--- src/rtl/fir_sym31.sv ---
module fir_sym31 #(
  parameter int DW   = 8,
  parameter int CW   = 12,
  parameter int NTAP = 31,
  parameter int OW   = DW + 1 + CW + $clog2((NTAP + 1) / 2) + 1,
  parameter logic [((NTAP + 1) / 2) * CW - 1:0] COEF = {
    12'sd256, 12'sd247, 12'sd221, 12'sd183, 12'sd138, 12'sd93, 12'sd52, 12'sd21,
    12'sd0, -12'sd14, -12'sd18, -12'sd17, -12'sd13, -12'sd8, -12'sd4, -12'sd1}
) (
  input  logic                 clk,
  input  logic                 rst,
  input  logic                 in_vld,
  input  logic signed [DW-1:0] in_data,
  output logic                 out_vld,
  output logic signed [OW-1:0] out_data
);
  localparam int NU  = (NTAP + 1) / 2;
  localparam int MID = NU - 1;
  localparam int PW  = DW + 1;
  localparam int MW  = PW + CW;
  localparam int LAT = 3;

  logic [NTAP-1:0][DW-1:0] line;
  logic [LAT-1:0]          vpipe;
  logic signed [MW-1:0]    prod_q [NU];
  logic signed [OW-1:0]    acc;

  always_ff @(posedge clk or posedge rst)
    if (rst) line <= '0;
    else if (in_vld) line <= {line[NTAP-2:0], in_data};

  always_ff @(posedge clk or posedge rst)
    if (rst) vpipe <= '0;
    else vpipe <= {vpipe[LAT-2:0], in_vld};

  for (genvar j = 0; j < NU; j++) begin : gen_tap
    logic signed [PW-1:0] pre;
    if (j == MID) begin : g_mid
      assign pre = {line[j][DW-1], line[j]};
    end else begin : g_pair
      assign pre = {line[j][DW-1], line[j]} + {line[NTAP-1-j][DW-1], line[NTAP-1-j]};
    end
    always_ff @(posedge clk or posedge rst)
      if (rst) prod_q[j] <= '0;
      else if (vpipe[0]) prod_q[j] <= MW'(pre) * MW'($signed(COEF[j*CW +: CW]));
  end

  always_comb begin
    acc = '0;
    for (int i = 0; i < NU; i++) acc = acc + OW'(prod_q[i]);
  end

  always_ff @(posedge clk or posedge rst)
    if (rst) out_data <= '0;
    else if (vpipe[1]) out_data <= acc;

  assign out_vld = vpipe[LAT-1];

  a_r2_shift_in: assert property (@(posedge clk) disable iff (rst)
    in_vld |=> line[0] == $past(in_data));
  a_r2_shift_chain: assert property (@(posedge clk) disable iff (rst)
    in_vld |=> line[NTAP-1:1] == $past(line[NTAP-2:0]));
  a_r3_hold: assert property (@(posedge clk) disable iff (rst)
    !in_vld |=> $stable(line));
  a_r5_latency: assert property (@(posedge clk) disable iff (rst)
    in_vld |-> ##3 out_vld);
  a_r5_no_spurious: assert property (@(posedge clk) disable iff (rst)
    !in_vld |-> ##3 !out_vld);
  a_r5_out_steady: assert property (@(posedge clk) disable iff (rst)
    !vpipe[1] |=> $stable(out_data));
endmodule

--- config.mk ---
export PLATFORM = sky130hd
export DESIGN_NAME = fir_sym31
export DESIGN_NICKNAME = d
export VERILOG_FILES = /design/src/rtl/fir_sym31.sv
export SDC_FILE = /design/constraint.sdc
export NUM_CORES = 2
export LEC_CHECK = 0
export BUFFER_PORTS_ARGS = -buffer_cell sky130_fd_sc_hd__buf_2
export CAP_MARGIN = 20
export CORE_MARGIN = 5
export CORE_UTILIZATION = 50
export DETAILED_ROUTE_END_ITERATION = 8
export HOLD_SLACK_MARGIN = 0.15
export PLACE_DENSITY_LB_ADDON = 0.15
export SKIP_CTS_REPAIR_TIMING = 1
export SLEW_MARGIN = 40
export SYNTH_ARGS = -nofsm -noshare
export SYNTH_HDL_FRONTEND = slang
export SYNTH_SLANG_ARGS = --single-unit
--- constraint.sdc ---
create_clock -name clk -period 15.1 [get_ports clk]
set_input_delay 0.755 -clock clk [delete_from_list [all_inputs] [get_ports clk]]
set_output_delay 0.755 -clock clk [all_outputs]
set_load 0.005 [all_outputs]
==> results.json <==
{
  "status": "finished, final reports clean",
  "ant_nets": 0,
  "hold_viol": 0,
  "drt_wl_total_um": 96200,
  "root_buffer": "clkbuf_16",
  "cp_top_family": "adder cells",
  "worstMarginPinSlew_ps": 798,
  "hold_path_depth": 3,
  "synth_edf_count": 0,
  "mostFrequentLayoutCell": "inv_1",
  "critical_path_class": "reg -> reg",
  "dp_hpwl_um": 78300,
  "cp.arrival_ps": 7090,
  "hold_class": "in -> reg",
  "antenna_found_initial": 0,
  "ys_seq_area_share_pct": 29.9,
  "drc": 0,
  "rsz0062_at_grt": "false",
  "most-common-layout-cells": "inv_1, ha_1, dfrtp_1",
  "cts_sinks": 516,
  "dieArea_um2": 92200,
  "relSlewSlack_pct": 46.8,
  "syn_area_um2": 43100,
  "path_cells": "ha_1 > fa_1 > a21o_1 > a21oi_1 > o21bai_1 > a21oi_1 > nor2b_1 > nor3_1 > mux2_2 > inv_1 > fa_1 > inv_1 > fa_1 > inv_1 > fa_1 > inv_1 > fa_1 > ha_1 > a2111oi_4 > nor3_1 > a41o_1 > o41ai_2 > xnor2_1 > mux2_4",
  "vias": 26900,
  "grt.overflow.total": 0,
  "drtIter0Drc": 1286,
  "syn-num-nets": 5018,
  "worst_setup_path_start_kind": "flop",
  "finalCriticalPeriod_ps": 6570,
  "row_count": 107,
  "path_common_cell": "fa_1",
  "grt_max_degree": 91,
  "setup_viol": 0,
  "firstDrtPassIters": 5,
  "htree_levels": 2,
  "via_per_inst": 5.09,
  "yosys_most_used_dff": "dfrtp_1",
  "drv_cap": 0,
  "synth_seq_cells": 516,
  "fin_crit_sh_pct": 43.5,
  "syn_area_per_cell_um2": 10.7,
  "ff2ff_setup_slack_ps": 8530,
  "async_flop_share_pct": 100,
  "min_to": "line[5]",
  "wire_per_inst_um": 18.2,
  "port_buffers": 37,
  "die_w_um": 304,
  "clk_latency_ps": 640,
  "critPathSlowestCell": "fa_1",
  "grt_pass1_wl_um": 160000,
  "clkTransAtPathRegs_ps": 70,
  "drive_gt1_share_pct": 12.0,
  "cpPeakStageDelay_ps": 540,
  "r2r_cells": 24,
  "grt_pass1_vias": 28400,
  "cts_buffer_depth": 3,
  "grt_usage_pct": 21.5,
  "fin_nets": 5060,
  "critPathBufInv": 4,
  "yosysWarnings": 0,
  "crit_required_ps": 15620,
  "skew_ps": 18.9,
  "hold_start": "in_data[5]",
  "fmax_mhz": 152,
  "numCtsBuffers": 60,
  "coreArea_um2": 85400,
  "cp_max_fo": 11,
  "drv_slew": 0,
  "cts_tree": "built",
  "initial_utilization_pct": 50.5,
  "n_antenna_cell": 0,
  "setup_tns_ps": 0,
  "end_kind": "flop",
  "floorplan.io_pins": 38,
  "netlist_instances": 4044,
  "regToRegEndpoint": "prod_q[38]",
  "place.gp.congestion": 0.859,
  "r2r_start": "line[112]",
  "syn_to_final_growth_pct": 8.50,
  "ys_types": 70,
  "die_h_um": 304
}
[synth_stat cells, drive strengths merged (3+ instances only)]
cell type	n	share of area [%]
xnor2	168	3.4
a31oi	14	0.22
o21ai	179	2.1
xor2	56	1.2
a21boi	7	0.12
a2111oi	3	0.12
dfrtp	516	30
nor2	134	1.2
and3	10	0.15
buf	8	0.073
o21bai	54	0.94
o21a	21	0.37
a2111o	3	0.078
nor2b	16	0.23
a31o	5	0.10
nand3b	4	0.070
nor3	45	0.52
nand2	172	1.5
or3	3	0.044
mux2i	21	0.49
or2	7	0.10
a21oi	189	2.2
nand2b	10	0.15
fa	430	20
nand3	17	0.20
o2111ai	4	0.081
o31ai	8	0.14
o41ai	9	0.22
o211ai	8	0.15
ha	533	15
a211oi	10	0.17
inv	894	7.8
or4	3	0.052
clkbuf	74	0.64
a21o	66	1.1
mux2	311	8.1
[worst max path at each step]
stage | startpoint | to | slack [ps] | cells after the start
floorplan | rst | gen_tap[15].pre[0] | 7340 | 1
global route | line[112] | prod_q[38] | 8100 | 24
detailed placement | line[112] | prod_q[38] | 8610 | 24
CTS | line[112] | prod_q[38] | 8530 | 24
global placement | line[112] | prod_q[38] | 8640 | 24
finish | line[112] | prod_q[38] | 8530 | 24
[cell families after synthesis]
family	Yosys count	share of synthesized area [%]
muxes	332	8.62
and+or+nand+nor	431	4.34
AOI/OAI and AO/OA	602	8.62
xor gates and xnor gates	224	4.57
DFF	516	29.9
adders and majority gates	963	35.4
buffers and inverters	976	8.50
[worst register-to-register path, cell delays in order (launching register included)]
cell and delay, ps:
dfrtp_1 400, ha_1 230, fa_1 410, a21o_1 180, a21oi_1 220, o21bai_1 100
a21oi_1 230, nor2b_1 70, nor3_1 190, mux2_2 380, inv_1 190, fa_1 540
inv_1 60, fa_1 530, inv_1 50, fa_1 480, inv_1 60, fa_1 470
ha_1 280, a2111oi_4 330, nor3_1 120, a41o_1 300, o41ai_2 330, xnor2_1 100
mux2_4 260
[sequential cells by signal (all words and copies together) (netlist names)]
signal and cells:
prod_q 239, line 240, gen_tap.pre 8, out_data 26, vpipe 3
[stage by stage]
step | hold slack (ps) | instance area, µm² | cells | util, % | worst slack (ps)
global route | 315 | 46800 | 5278 | 54.8 | 8100
finish | 339 | 46800 | 5278 | 54.8 | 8530
CTS | 251 | 46700 | 5274 | 54.7 | 8530
global placement | 463 | 44600 | 5163 | 52.2 | 8640
detailed placement | 470 | 44700 | 5164 | 52.3 | 8610
floorplan | 352 | 43100 | 4044 | - | 7340
[cell type report]
class                   count  area (µm²)
well taps                1144        1430
multi-input cells        2552       26600
flip-flops and latches    516       12900
clock buffers              90        1780
inverters                 894        3360
fillers                  7678       38600
repair buffers             62         504
clock inverters            20         230
[routing by layer]
layer,vias up,global-route usage [%],wire (µm)
met5,-,0,0
li1,13100,-,-
met3,93,2.25,2900
met2,266,35.8,45600
met1,13400,31.3,46100
met4,0,3.84,1620
Power is not shown: default switching activity piles up to over one toggle a cycle in this logic, so the estimate is an artifact.
